--- src/rtl/bus_step_pkg.sv ---
package bus_step_pkg;

    typedef enum logic [1:0] {
        ST_RUN     = 2'd0,
        ST_HELD    = 2'd1,
        ST_RELEASE = 2'd2,
        ST_EXEC    = 2'd3
    } step_st_e;

    typedef struct packed {
        logic running;
        logic irq_ack;
        logic sync_ack;
        logic halted;
    } cpu_flags_t;

    localparam cpu_flags_t FLAGS_RESET = '{running: 1'b1, irq_ack: 1'b0,
                                           sync_ack: 1'b0, halted: 1'b0};

endpackage

--- src/rtl/bus_stat_decode.sv ---
module bus_stat_decode
    import bus_step_pkg::*;
(
    input  logic       clk,
    input  logic       rst_n,
    input  logic       bus_avail,
    input  logic       bus_stat,
    output cpu_flags_t flags
);

    logic [1:0] code;
    cpu_flags_t flags_nxt;

    assign code = {bus_avail, bus_stat};

    always_comb begin
        flags_nxt = '0;
        unique case (code)
            2'b00: flags_nxt.running  = 1'b1;
            2'b01: flags_nxt.irq_ack  = 1'b1;
            2'b10: flags_nxt.sync_ack = 1'b1;
            2'b11: flags_nxt.halted   = 1'b1;
            default: flags_nxt = FLAGS_RESET;
        endcase
    end

    always_ff @(posedge clk) begin
        if (!rst_n) flags <= FLAGS_RESET;
        else        flags <= flags_nxt;
    end

endmodule

--- src/rtl/bus_idle_detect.sv ---
module bus_idle_detect #(
    parameter int ADDR_W = 16
) (
    input  logic              clk,
    input  logic              rst_n,
    input  logic [ADDR_W-1:0] bus_addr,
    input  logic              rd_nwr,
    input  logic              bus_stat,
    output logic              idle_cycle
);

    localparam logic [ADDR_W-1:0] IDLE_ADDR = {ADDR_W{1'b1}};

    logic pattern_hit;

    assign pattern_hit = (bus_addr == IDLE_ADDR) && rd_nwr && !bus_stat;

    always_ff @(posedge clk) begin
        if (!rst_n) idle_cycle <= 1'b0;
        else        idle_cycle <= pattern_hit;
    end

endmodule

--- src/rtl/step_fsm.sv ---
module step_fsm
    import bus_step_pkg::*;
#(
    parameter int STEP_LOW_CYC = 2
) (
    input  logic     clk,
    input  logic     rst_n,
    input  logic     bus_avail,
    input  logic     step_mode,
    input  logic     step_req,
    output logic     cpu_halt_n,
    output step_st_e state_o
);

    localparam int CNT_W = (STEP_LOW_CYC < 2) ? 1 : $clog2(STEP_LOW_CYC + 1);
    localparam logic [CNT_W-1:0] LOW_LAST = CNT_W'(STEP_LOW_CYC - 1);

    step_st_e   state, state_nxt;
    logic [CNT_W-1:0] low_cnt, low_cnt_nxt;
    logic       low_done;

    assign low_done = !bus_avail && (low_cnt == LOW_LAST);

    // next-state decision
    always_comb begin
        state_nxt = state;
        unique case (state)
            ST_RUN: begin
                if (step_mode) state_nxt = ST_HELD;
            end
            ST_HELD: begin
                if (!step_mode)    state_nxt = ST_RUN;
                else if (step_req) state_nxt = ST_RELEASE;
            end
            ST_RELEASE: begin
                if (!step_mode)    state_nxt = ST_RUN;
                else if (low_done) state_nxt = ST_EXEC;
            end
            ST_EXEC: begin
                if (!step_mode)    state_nxt = ST_RUN;
                else if (bus_avail) state_nxt = ST_HELD;
            end
            default: state_nxt = ST_HELD;
        endcase
    end

    // consecutive low-cycle counter, live only while released
    always_comb begin
        low_cnt_nxt = '0;
        if (state == ST_RELEASE && step_mode && !bus_avail && !low_done)
            low_cnt_nxt = low_cnt + 1'b1;
    end

    // state register
    always_ff @(posedge clk) begin
        if (!rst_n) begin
            state   <= step_mode ? ST_HELD : ST_RUN;
            low_cnt <= '0;
        end else begin
            state   <= state_nxt;
            low_cnt <= low_cnt_nxt;
        end
    end

    // outputs
    always_comb begin
        cpu_halt_n = 1'b0;
        unique case (state)
            ST_RUN:     cpu_halt_n = 1'b1;
            ST_HELD:    cpu_halt_n = 1'b0;
            ST_RELEASE: cpu_halt_n = 1'b1;
            ST_EXEC:    cpu_halt_n = 1'b0;
            default:    cpu_halt_n = 1'b0;
        endcase
    end

    assign state_o = state;

endmodule

--- src/rtl/bus_step_ctrl.sv ---
module bus_step_ctrl
    import bus_step_pkg::*;
#(
    parameter int ADDR_W       = 16,
    parameter int STEP_LOW_CYC = 2
) (
    input  logic              clk,
    input  logic              rst_n,
    input  logic              bus_avail,
    input  logic              bus_stat,
    input  logic [ADDR_W-1:0] bus_addr,
    input  logic              rd_nwr,
    input  logic              step_mode,
    input  logic              step_req,
    output logic              cpu_halt_n,
    output logic              st_running,
    output logic              st_irq_ack,
    output logic              st_sync_ack,
    output logic              st_halted,
    output logic              idle_cycle
);

    cpu_flags_t flags;
    step_st_e   fsm_state;

    bus_stat_decode u_dec (
        .clk       (clk),
        .rst_n     (rst_n),
        .bus_avail (bus_avail),
        .bus_stat  (bus_stat),
        .flags     (flags)
    );

    bus_idle_detect #(.ADDR_W(ADDR_W)) u_idle (
        .clk        (clk),
        .rst_n      (rst_n),
        .bus_addr   (bus_addr),
        .rd_nwr     (rd_nwr),
        .bus_stat   (bus_stat),
        .idle_cycle (idle_cycle)
    );

    step_fsm #(.STEP_LOW_CYC(STEP_LOW_CYC)) u_fsm (
        .clk        (clk),
        .rst_n      (rst_n),
        .bus_avail  (bus_avail),
        .step_mode  (step_mode),
        .step_req   (step_req),
        .cpu_halt_n (cpu_halt_n),
        .state_o    (fsm_state)
    );

    assign st_running  = flags.running;
    assign st_irq_ack  = flags.irq_ack;
    assign st_sync_ack = flags.sync_ack;
    assign st_halted   = flags.halted;

endmodule

--- config.mk ---
export PLATFORM = sky130hd
export DESIGN_NAME = bus_step_ctrl
export DESIGN_NICKNAME = d
export VERILOG_FILES = /design/src/rtl/bus_step_pkg.sv /design/src/rtl/bus_stat_decode.sv /design/src/rtl/bus_idle_detect.sv /design/src/rtl/step_fsm.sv /design/src/rtl/bus_step_ctrl.sv
export SDC_FILE = /design/constraint.sdc
export NUM_CORES = 1
export LEC_CHECK = 0
export BUFFER_PORTS_ARGS = -buffer_cell sky130_fd_sc_hd__buf_2
export CORE_AREA = 2 2 39 41
export DETAILED_ROUTE_END_ITERATION = 8
export DIE_AREA = 0 0 41 43
export SYNTH_ARGS = -nofsm -noshare
export SYNTH_HDL_FRONTEND = slang
export SYNTH_SLANG_ARGS = --single-unit
--- constraint.sdc ---
create_clock -name clk -period 1.9 [get_ports clk]
set_input_delay 0.095 -clock clk [delete_from_list [all_inputs] [get_ports clk]]
set_output_delay 0.095 -clock clk [all_outputs]
set_load 0.1 [all_outputs]
# Yosys cells after proc, flatten, opt, wreduce, memory -nomap -nowiden
# Index checks and enable logic that the tools add are counted.
# word_totals
elab_cells,50
reg_bits,9
inputBits,23
# op_classes
n_addsub,1
n_mux,15
reduce_logical,15
n_eq_ne,12
# op_table
op,count
"== test 16 bit, second input constant",1
two-way mux 2 bit,8
"== test 2 bit, second input constant",4
"!= test 4 bit, second input constant",2
case mux 2 bit (4 select lines),1
"== test 2 x 1 -> 1 bit, second input constant",3
logical AND 1 bit,6
two-way mux 1 bit,5
zero test 2 bit,2
"!= test 4 x 3 -> 1 bit, second input constant",1
AND reduction 4 bit,1
OR reduction 2 bit,2
zero test 1 bit,3
"!= test 3 bit, second input constant",1
"adder 2 x 1 -> 2 bit, second input constant",1
case mux 1 bit (2 select lines),1
AND reduction 2 bit,1

# Depth between registers and ports, before layout
# Gate-level depths: netlist (run 1).
# depth
depth_word,6
mapped_depth,5
depth_no_buf,5

# Modules after synthesis
# Synthesis (run 1) repeated with hierarchy kept, for this count alone.
# hier_totals
hier_cells,39
hier_area_um2,412.9
# by_module_without_submodules
module,area_per_inst_um2,cells_per_inst,seq_area_each_um2,instances
step_fsm,236.5,23,100.1,1
bus_stat_decode,110.1,8,80.1,1
bus_idle_detect,66.3,8,20.0,1

# Worst setup path after synthesis (run 1)
# No wires, ideal clock.
# synth_path
path_kind,flip-flop to flip-flop
startpoint,register u_fsm.state[0] (netlist: u_fsm.state_o[0])
endpoint,"register u_fsm.state[0] (netlist: u_fsm.state_o[0]), enable pin"
arrival_ns,1.541
path_stages_with_launch,4
period_less_slack_ns,1.879
t_required_ns,1.562
path_slack_ns,0.021
cell_sequence,edfxtp_1 inv_1 nor4b_1 o31ai_1
# synth_via
elab_chain_len,3
elab_cells_between_ends,9
classes_between,eq/ne: 7; reduce/logical: 2
# synth_lines
element,line,source
start: declaration,step_fsm.sv:18,"step_st_e state, state_nxt;"
start signal: assignment,step_fsm.sv:57,state <= step_mode ? ST_HELD : ST_RUN;
start signal: assignment,step_fsm.sv:60,state <= state_nxt;
"== test 2 bit, or another cell as far along",step_fsm.sv:27,unique case (state)
"!= test 4 x 3 -> 1 bit (no source line), or another cell as far along",n/a,
AND reduction 4 bit (no source line) *,n/a,
# Mark *: on every way between the ends. The rest lies on a longest branch, timed or not.
# A chain may end at the register's enable or synchronous reset.

# Worst setup path in the final report (run 1)
# layout_path
startpoint,register u_fsm.state[0] (netlist: u_fsm.state_o[0])
endpoint,"register u_fsm.state[1] (netlist: u_fsm.state_o[1]), enable pin"
# Same word-level chain as after synthesis.

==> results of run 1 <==
## layer usage
metal	track usage, %	vias up	wire length [µm]
met5	0	-	0
met4	10.0	0	19
met3	1.57	2	73
met2	15.6	19	362
met1	10.5	166	314
li1	-	207	-
## metrics by stage
stage                     utilization, %  worst slack (ns)  area [µm²]  std cells
after floorplan                        -            0.0211         382         39
after global placement              39.2             0.470         542         83
after detailed placement            39.2             0.424         542         83
after CTS                           41.0             0.407         568         87
after global routing                41.0             0.357         568         87
final                               41.0             0.415         568         87
## synthesized netlist by cell type
library cell  count  area, µm²
a211oi_1          1       7.51
and3_1            1       6.26
and4_1            1       8.76
dfxtp_1           7        140
edfxtp_1          2       60.1
ha_1              1       12.5
inv_1             3       11.3
nand2_1           3       11.3
nand2b_1          2       12.5
nand4_1           3       18.8
nand4b_1          1       8.76
nor2_1            5       18.8
nor3_1            1       5.00
nor3b_1           1       7.51
nor4_1            1       6.26
nor4b_1           1       8.76
o21ai_0           2       10.0
o31ai_1           1       7.51
or4_4             1       11.3
xor2_1            1       8.76
## layout make-up
| type | instances | area share [%] |
|---|---|---|
| clock buffer | 4 | 4.63 |
| inverter | 3 | 1.98 |
| multi-input combinational | 27 | 30.0 |
| sequential | 9 | 35.2 |
| tap | 16 | 3.52 |
| timing repair buffer | 28 | 24.7 |
## worst reg2reg max path: stages (launching register included)
cell	delay, ns
edfxtp_1	0.49
nor3b_1	0.25
a211oi_1	0.06
o31ai_1	0.36
## state kept, by name (all words and copies together) (netlist names)
name,flops
u_dec.flags,4
u_fsm.low_cnt,2
u_fsm.state_o,2
u_idle.idle_cycle,1
## power by group
part | switching (µW) | total [µW] | internal, µW
registers | 24.9 | 246 | 221
clock network | 60.3 | 141 | 80.5
logic | 122 | 169 | 47.7
total | 207 | 556 | 349
## how the worst min path moves through the flow
stage | end | slack [ns] | cells past startpoint | start
after floorplan | u_dec.flags[1] | 0.17 | 1 | bus_stat
after global placement | u_dec.flags[1] | 0.30 | 2 | bus_stat
after detailed placement | u_dec.flags[1] | 0.30 | 2 | bus_stat
after CTS | u_dec.flags[1] | 0.04 | 2 | bus_stat
after global routing | u_dec.flags[1] | 0.03 | 2 | bus_stat
final | u_dec.flags[1] | 0.04 | 2 | bus_stat
## logic make-up after synthesis
kind of cell / synth area share [%]
fa+ha+maj: 3.28
compound gates: 6.56
simple gates: 32.5
flops: 52.5
buf+inv: 2.95
xor+xnor: 2.30
==> summary.md, run 1 <==
| Metric | Value |
|---|---|
| Synth unique cells | `20` |
| Worst path max stage delay | `0.49 ns` |
| GRT Resource Usage Total | `10.1%` |
| Starting density of the core | `27.6%` |
| Max-cap violations | `0` |
| Diodes inserted | `0` |
| Share of layout cells above drive strength 1 | `45.1%` |
| Fillers | `149` |
| Routed WL | `770 µm` |
| Least-Margin Pin Slew | `0.486 ns` |
| H-tree lvl count | `1` |
| CP Cell Sequence | `nor3b_1, a211oi_1, o31ai_1` |
| I/O Buffers | `28` |
| DR DRC count | `0` |
| Critical Path AT | `1.40 ns` |
| Final Cycle Share | `78.2%` |
| Pre-antenna DRT Iters | `2` |
| WP depth | `3` |
| Core Rows | `14` |
| CTS tree | `built` |
| R2R setup slack | `0.41 ns` |
| GP Congestion | `0.702` |
| Highest Clock Rate | `673 MHz` |
| Clock transition at the registers of the reported paths | `0.06 ns` |
| Grt ovf | `0` |
| CTS root buffer | `clkbuf_4` |
| Via count | `394` |
| Clk buf depth | `2` |
| Critical Path Source Type | `flip-flop` |
| Hold Buf Count CTS | `0` |
| Clock net sink count | `9` |
| Post-CTS sizing | `0` |
| Setup violators final | `0` |
| Flops & latches, synth | `9` |
| Min Tclk post-route | `1.49 ns` |
| Crit. End Element | `flip-flop` |
| CP required | `1.82 ns` |
| CP top delay family | `flip-flops` |
| Hold_ws | `0.0418 ns` |
| Mapped Nets | `63` |
| Post-CTS setup buffer count | `0` |
| Final Power | `556 µW` |
| Area growth syn-to-layout | `48.9%` |
| Seq/Total Area, Yosys | `52.5%` |
| DR iter-0 viols | `3` |
| Core Region | `1380 µm²` |
| TritonCTS Buffers | `3` |
| Power Dens Cells | `979 nW/µm²` |
| Worst hold path class | `input pin to flip-flop` |
| Remaining antenna violation count | `0` |
| Die Area | `1760 µm²` |
| Via/cell ratio | `4.53` |
| Buffers & Inverters on Critical Path | `0` |
| RSZ-0062 raised after global routing | `no` |
| First-pass GRT wire length | `1.15 mm` |
| Routed wire per std cell | `8.85 µm` |
| Initial antenna violation count | `0` |
| WS Path Type | `flip-flop to flip-flop` |
| Area taken by multi-input logic gates | `170 µm²` |
| Crit-path max FO | `7` |
| Clock skew | `0.00142 ns` |
| Highest-count cells in the layout ignoring fill and taps | `buf_2, dfxtp_1, nor2_1` |
| Leakage power | `0.000277 µW` |
| Skew-Pair Late Insertion Delay | `0.25 ns` |
| Fin. Hold Viols | `0` |
| Post-synthesis area per instance | `9.79 µm²` |
| Yosys warns | `0` |
| Post-DP HPWL | `652 µm` |
| Reg2reg start | `u_fsm.state_o[0]` |
| Chip height | `43 µm` |
| Setup crit end | `u_fsm.state_o[1]` |
| Slew HR | `67.8%` |
| CP max-delay cell | `edfxtp_1` |
| Worst R2R End | `u_fsm.state_o[1]` |
| Final TNS setup | `0 ns` |
| Commonest non-fill, non-tap cell in the layout | `buf_2` |
| Slew Limit Fails | `0` |
| Nets | `96` |
| Register-to-Register Path Depth | `3` |
| Worst setup path startpoint | `u_fsm.state_o[0]` |
| Die X | `41 µm` |
| Max IR drop VDD | `0.334 mV` |
| Status | `finished clean` |
| Mapped Cells | `39` |
| Top-Level Pins | `29` |
| Syn Std Cell Area | `382 µm²` |
| Vias in the first global route | `317` |
| Reg area | `200 µm²` |
| Largest net degree at the start of global routing | `8` |
(Power assumes the default switching activity.)
==> run 2: changes to the inputs <==
==> constraint.sdc (replaced) <==
create_clock -name clk -period 1.3 [get_ports clk]
set_input_delay 0.065 -clock clk [delete_from_list [all_inputs] [get_ports clk]]
set_output_delay 0.065 -clock clk [all_outputs]
set_load 0.1 [all_outputs]
==> summary.md, run 2 (synthesis gave the netlist of run 1 again) <==
| Metric | Value |
|---|---|
| Status | `complete, but fails checks` |
| Failing checks | `negative setup slack` |
| Clock net sink count | `9 (unchanged)` |
| Grt ovf | `0 (unchanged)` |
| RSZ-0062 raised after global routing | `yes` |
| Net Switching | `362 µW (+75%)` |
| DR iter-0 viols | `2 (-1)` |
| Reg area | `201 µm² (+0.62%)` |
| Internal power | `620 µW (+78%)` |
| Initial antenna violation count | `0 (unchanged)` |
| Post-DP HPWL | `666 µm (+2.2%)` |
| Max FFs per register | `4 (unchanged)` |
| Largest net degree at the start of global routing | `8 (unchanged)` |
| Least-Margin Pin Slew | `0.484 ns (-0.00226 ns)` |
| Seq pwr share | `34.8% (-9.4 points)` |
| Area growth syn-to-layout | `73.4%` |
| Commonest non-fill, non-tap cell in the layout | `buf_2` |
| Clk buf depth | `2 (unchanged)` |
| Starting density of the core | `27.6% (unchanged)` |
| Comb power frac | `42.5% (+12 points)` |
| Final Cycle Share | `107% (+29 points)` |
| Highest-count cells in the layout ignoring fill and taps | `buf_2, dfxtp_1, nor2_1` |
| Max IR drop VDD | `1.19 mV (+260%)` |
| CTS root buffer | `clkbuf_4` |
| Hold_ws | `0.0483 ns (+0.00647 ns)` |
| Clock transition at the registers of the reported paths | `0.06 ns (about the same)` |
| Crit. End Element | `flip-flop` |
| I/O Buffers | `28 (unchanged)` |
| Pre-antenna DRT Iters | `2 (unchanged)` |
| H-tree lvl count | `1 (unchanged)` |
| GP Congestion | `0.803 (+14%)` |
| TritonCTS Buffers | `3 (unchanged)` |
| Critical Path Source Type | `flip-flop` |
| WS Path Type | `flip-flop to flip-flop` |
| Layout Cells excl Fill | `92 (+5.7%)` |
| Pre-CTS setup slack | `-0.112 ns (-0.537 ns)` |
| Placed cells | `86 (+3.6%)` |
| Critical Path AT | `1.34 ns (-0.06 ns)` |
| Core Rows | `14 (unchanged)` |
| Routed WL | `941 µm (+22%)` |
| Chip height | `43 µm (unchanged)` |
| Final WS setup | `-0.0946 ns (-0.510 ns)` |
| Fin. Hold Viols | `0 (unchanged)` |
| Fillers | `135 (-9.4%)` |
| Skew-Pair Late Insertion Delay | `0.27 ns (+0.02 ns)` |
| Crit-path max FO | `2 (-5)` |
| Clock share of power | `22.7% (-2.6 points)` |
| Power Dens Cells | `1480 nW/µm² (+52%)` |
| Net Sw Frac | `36.9% (-0.32 points)` |
| Die Area | `1760 µm² (unchanged)` |
| Share of layout cells above drive strength 1 | `57.9% (+13 points)` |
| Highest Clock Rate | `717 MHz (+6.5%)` |
| Die X | `41 µm (unchanged)` |
| CP required | `1.25 ns (-0.57 ns)` |
| DR DRC count | `0 (unchanged)` |
| First-pass GRT wire length | `1.44 mm (+25%)` |
| Setup violators final | `2 (+2)` |
| Via count | `424 (+7.6%)` |
| Diodes inserted | `0 (unchanged)` |
| Final Power | `982 µW (+77%)` |
| Clock skew | `0.00186 ns (+0.000439 ns)` |
| Routed wire per std cell | `10.2 µm (+16%)` |
| Final TNS setup | `-0.189 ns (-0.189 ns)` |
| Worst hold path class | `input pin to flip-flop` |
| Largest reg by FF count | `u_dec.flags` |
| Max-cap violations | `0 (unchanged)` |
| Vias in the first global route | `384 (+21%)` |
| Remaining antenna violation count | `0 (unchanged)` |
| Top-Level Pins | `29 (unchanged)` |
| GRT Resource Usage Total | `13.3% (+3.2 points)` |
| Nets | `101 (+5.2%)` |
| Area taken by multi-input logic gates | `196 µm² (+15%)` |
| CTS tree | `built` |
| Slew Limit Fails | `0 (unchanged)` |
| Via/cell ratio | `4.61 (+1.8%)` |
| Min Tclk post-route | `1.39 ns (-0.0905 ns)` |
| Leakage power | `0.000306 µW (+11%)` |
| Slew HR | `68.0% (+0.15 points)` |
| Core Region | `1380 µm² (unchanged)` |
[run 2: changes by cell type in the layout (fill, tap and decap cells not counted), sizes merged]
cell / before / now
buf: 28 / 32
inv: 3 / 2
clkinvlp: 0 / 1
dlygate4sd3: 0 / 1
[run 2: through the flow]
stage	cell area (µm²)	utilization, %
detailed placement	589	42.6
CTS	634	45.8
floorplan	392	-
finish	662	47.8
global route	662	47.8
global placement	589	42.6
[run 2: final cells by class]
type	count	share of cell area (%)
clock buffer	4	3.97
tap	16	3.02
multi-input combinational	27	29.7
timing repair buffer	33	30.6
sequential	9	30.4
inverter	3	2.27
[run 2: worst paths after layout]
check / start / to / slack [ns] / depth (start not counted)
hold / removal: bus_addr[13] / u_idle.idle_cycle / 0.05 / 2
hold reg to reg: u_fsm.low_cnt[0] / u_fsm.low_cnt[0] / 0.41 / 1
setup reg to reg: u_fsm.low_cnt[0] / u_fsm.state_o[0] / -0.09 / 4
setup / recovery: u_fsm.low_cnt[0] / u_fsm.state_o[0] / -0.09 / 4
[run 2: power groups by stage]
stage / Clock [µW] / Combinational (µW) / Sequential, µW
floorplan: 0 / 148 / 407
detailed placement: 0 / 368 / 342
global route: 246 / 444 / 346
CTS: 232 / 372 / 339
global placement: 0 / 367 / 342
finish: 223 / 417 / 341
[run 2: metal layers]
metal | vias to the layer above | global-route usage [%] | routed length, µm
li1 | 217 | - | -
met1 | 179 | 15.8 | 391
met2 | 24 | 16.6 | 430
met3 | 4 | 1.57 | 68
met4 | 0 | 18.0 | 51
met5 | - | 0 | 0
[run 2: worst max-delay path: stages, from the launching register on]
cell and delay [ns]:
dfxtp_2 0.33, ha_2 0.17, nor3b_2 0.17, a211oi_2 0.06
o31ai_2 0.34
[run 2: what timing repair did]
action,in CTS,in global routing
hold endpoints to repair,1,0
cloned,0,0
resized for setup,3,5
setup buffers,0,1
pin swaps,1,3
hold buffers,1,0
setup endpoints to repair,2,5
==> run 3: changes to the inputs <==
--- a/config.mk
+++ b/config.mk
@@ -5,10 +5,12 @@
 export SDC_FILE = /design/constraint.sdc
 export NUM_CORES = 1
 export LEC_CHECK = 0
+export ABC_AREA = 1
 export BUFFER_PORTS_ARGS = -buffer_cell sky130_fd_sc_hd__buf_2
 export CORE_AREA = 2 2 39 41
 export DETAILED_ROUTE_END_ITERATION = 8
 export DIE_AREA = 0 0 41 43
+export PLACE_DENSITY = 0.67
 export SYNTH_ARGS = -nofsm -noshare
 export SYNTH_HDL_FRONTEND = slang
 export SYNTH_SLANG_ARGS = --single-unit
==> summary.md, run 3 <==
| Metric | Value |
|---|---|
| Pre-antenna DRT Iters | `4 (+2)` |
| Power Dens Cells | `1470 nW/µm² (-0.68%)` |
| Crit-path max FO | `4 (+2)` |
| Via/cell ratio | `4.23 (-8.2%)` |
| Crit. End Element | `flip-flop` |
| Clock net sink count | `9 (unchanged)` |
| Skew-Pair Late Insertion Delay | `0.25 ns (-0.02 ns)` |
| Internal power | `577 µW (-6.9%)` |
| Max IR drop VDD | `0.513 mV (-57%)` |
| Commonest non-fill, non-tap cell in the layout | `buf_2` |
| Net Sw Frac | `39.6% (+2.7 points)` |
| Routed wire per std cell | `7.81 µm (-24%)` |
| CTS root buffer | `clkbuf_4` |
| Post-DP HPWL | `761 µm (+14%)` |
| Chip height | `43 µm (unchanged)` |
| Post-synth top flop | `dfxtp_1` |
| Critical Path AT | `1.17 ns (-0.17 ns)` |
| EDFF count, synth | `2 (unchanged)` |
| Status | `finished clean` |
| Flops & latches, synth | `9 (unchanged)` |
| Share of layout cells above drive strength 1 | `36.5% (-21 points)` |
| Clk buf depth | `2 (unchanged)` |
| DR DRC count | `0 (unchanged)` |
| Min Tclk post-route | `1.22 ns (-0.174 ns)` |
| Seq pwr share | `38.7% (+3.9 points)` |
| Reg area | `200 µm² (-0.62%)` |
| CTS tree | `built` |
| First-pass GRT wire length | `1.40 mm (-2.9%)` |
| Post-CTS setup buffer count | `0 (unchanged)` |
| Top-Level Pins | `29 (unchanged)` |
| Syn Std Cell Area | `430 µm² (+13%)` |
| RSZ-0062 raised after global routing | `no` |
| Met1 WL | `346 µm (-12%)` |
| Initial antenna violation count | `0 (unchanged)` |
| Slew HR | `67.5% (-0.49 points)` |
| Final TNS setup | `0 ns (+0.189 ns)` |
| Largest reg by FF count | `u_dec.flags` |
| Vias in the first global route | `394 (+2.6%)` |
| Highest routed metal layer | `met4` |
| Mapped Cells | `63 (+62%)` |
| Mapped Nets | `87 (+38%)` |
| Clock skew | `0.000171 ns (-0.00169 ns)` |
| GP Congestion | `0.706 (-12%)` |
| Grt ovf | `0 (unchanged)` |
| Highest Clock Rate | `820 MHz (+14%)` |
| Async set or reset register ratio after synthesis | `0% (unchanged)` |
| Final Cycle Share | `93.9% (-13 points)` |
| Post-synthesis area per instance | `6.83 µm² (-30%)` |
| Routed WL | `875 µm (-7.0%)` |
| Fin. Hold Viols | `0 (unchanged)` |
| Critical Path Source Type | `flip-flop` |
| Core Region | `1380 µm² (unchanged)` |
| Top-area cell type share of the netlist area | `32.6% (-4.2 points)` |
| Worst hold path class | `input pin to flip-flop` |
| Clock share of power | `21.4% (-1.3 points)` |
| DR iter-0 viols | `8 (+6)` |
| Die X | `41 µm (unchanged)` |
| Synth unique cells | `12 (-40%)` |
| Area taken by multi-input logic gates | `195 µm² (-0.64%)` |
| WL met2 | `412 µm (-4.2%)` |
| Cell taking the most area after synthesis | `dfxtp_1` |
| WS Path Type | `flip-flop to flip-flop` |
| Slew Limit Fails | `0 (unchanged)` |
| Least-Margin Pin Slew | `0.491 ns (+0.00744 ns)` |
| Area growth syn-to-layout | `50.6%` |
| Nets | `121 (+20%)` |
| Yosys warns | `0 (unchanged)` |
| Fin util | `46.8% (-0.99 points)` |
| Starting density of the core | `31.1% (+3.5 points)` |
| Core Rows | `14 (unchanged)` |
| Synth top cells by count | `nand2_1, nor2_1, inv_1` |
| I/O Buffers | `28 (unchanged)` |
| Via count | `474 (+12%)` |
| Largest cells by area after synthesis | `dfxtp_1, edfxtp_1, nand2_1, nor2_1, inv_1` |
| Comb power frac | `39.9% (-2.6 points)` |
| GRT Resource Usage Total | `12.2% (-1.0 points)` |
| TritonCTS Buffers | `3 (unchanged)` |
| Leakage power | `0.000349 µW (+14%)` |
| Diodes inserted | `0 (unchanged)` |
| Fillers | `139 (+3.0%)` |
| Largest net degree at the start of global routing | `7 (-1)` |
| Net Switching | `378 µW (+4.4%)` |
| Remaining antenna violation count | `0 (unchanged)` |
| Post-CTS sizing | `0 (-3)` |
| Seq/Total Area, Yosys | `46.5% (-5.9 points)` |
| CP required | `1.25 ns (about the same)` |
| Max FFs per register | `4 (unchanged)` |
| Highest-count cells in the layout ignoring fill and taps | `buf_2, nand2_1, nor2_1, inv_1, dfxtp_1` |
| Setup violators final | `0 (-2)` |
| Met3 Wirelength | `102 µm (+50%)` |
| Die Area | `1760 µm² (unchanged)` |
| Clock transition at the registers of the reported paths | `0.06 ns (about the same)` |
| H-tree lvl count | `1 (unchanged)` |
| Max-cap violations | `0 (unchanged)` |
-- run 3: changes by cell type in the layout (fill, tap and decap cells not counted), moves of 3 or more --
cell and change:
nand4_1 -3, inv_1 +7, nand2_1 +13, nand3_1 +5, nor2_1 +11
-- run 3: layout make-up --
cell class                      instances  area share, %
Sequential cell                         9           30.9
Multi-Input combinational cell         44           30.1
Tap cell                               16           3.09
Inverter                               10           6.37
Clock buffer                            4           4.05
Timing Repair Buffer                   29           25.5
-- run 3: timing repair --
| action | in CTS | in global routing |
|---|---|---|
| hold buffers | 1 | 0 |
| endpoints found under the hold margin | 1 | 0 |
| endpoints found under the setup margin | 0 | 0 |
-- run 3: power by group through the flow --
stage | Combinational, µW | Sequential, µW | Clock, µW
floorplan | 213 | 412 | 0
global placement | 375 | 372 | 0
detailed placement | 381 | 376 | 0
CTS | 384 | 370 | 217
global route | 411 | 373 | 233
finish | 381 | 369 | 205
-- run 3: through the flow --
stage / total power (µW) / hold WS [ns] / instances / area (µm²) / setup slack (ns)
after floorplan: 625 / 0.137 / 63 / 437 / -0.225
final: 955 / 0.0412 / 112 / 648 / 0.0799
after detailed placement: 757 / 0.254 / 107 / 612 / 0.0896
after CTS: 971 / 0.0316 / 112 / 648 / 0.0818
after global placement: 747 / 0.251 / 107 / 612 / 0.138
after global routing: 1020 / 0.0458 / 112 / 648 / 0.0405
-- run 3: worst paths after layout --
path	startpoint	end	slack (ns)	depth (start not counted)
min	bus_avail	u_dec.flags[2]	0.04	2
max reg2reg	u_fsm.state_o[0]	u_fsm.state_o[1]	0.08	5
min reg2reg	u_fsm.low_cnt[0]	u_fsm.low_cnt[0]	0.42	1
max	u_fsm.state_o[0]	u_fsm.state_o[1]	0.08	5
-- run 3: kinds of logic (layout without fill, tap and decap cells) --
group	Yosys count	after routing	synth area share, %
adders and majority gates	1	1	2.91
AOI/OAI and AO/OA	2	2	2.33
and+or+nand+nor	41	41	39.5
DFF	9	9	46.5
buffers and inverters	10	43	8.72
-- run 3: worst max-delay path: stages (launching register included) --
cell        delay [ns]
edfxtp_1          0.46
clkinvlp_4        0.15
nor2_2            0.05
nand3_1           0.06
nand2_1           0.06
nor2_1            0.15
-- run 3: per-layer routing --
metal | vias to the layer above | global-route usage (%)
met5 | - | 0
met1 | 187 | 13.1
met2 | 26 | 18.1
li1 | 259 | -
met3 | 2 | 5.76
met4 | 0 | 8.00
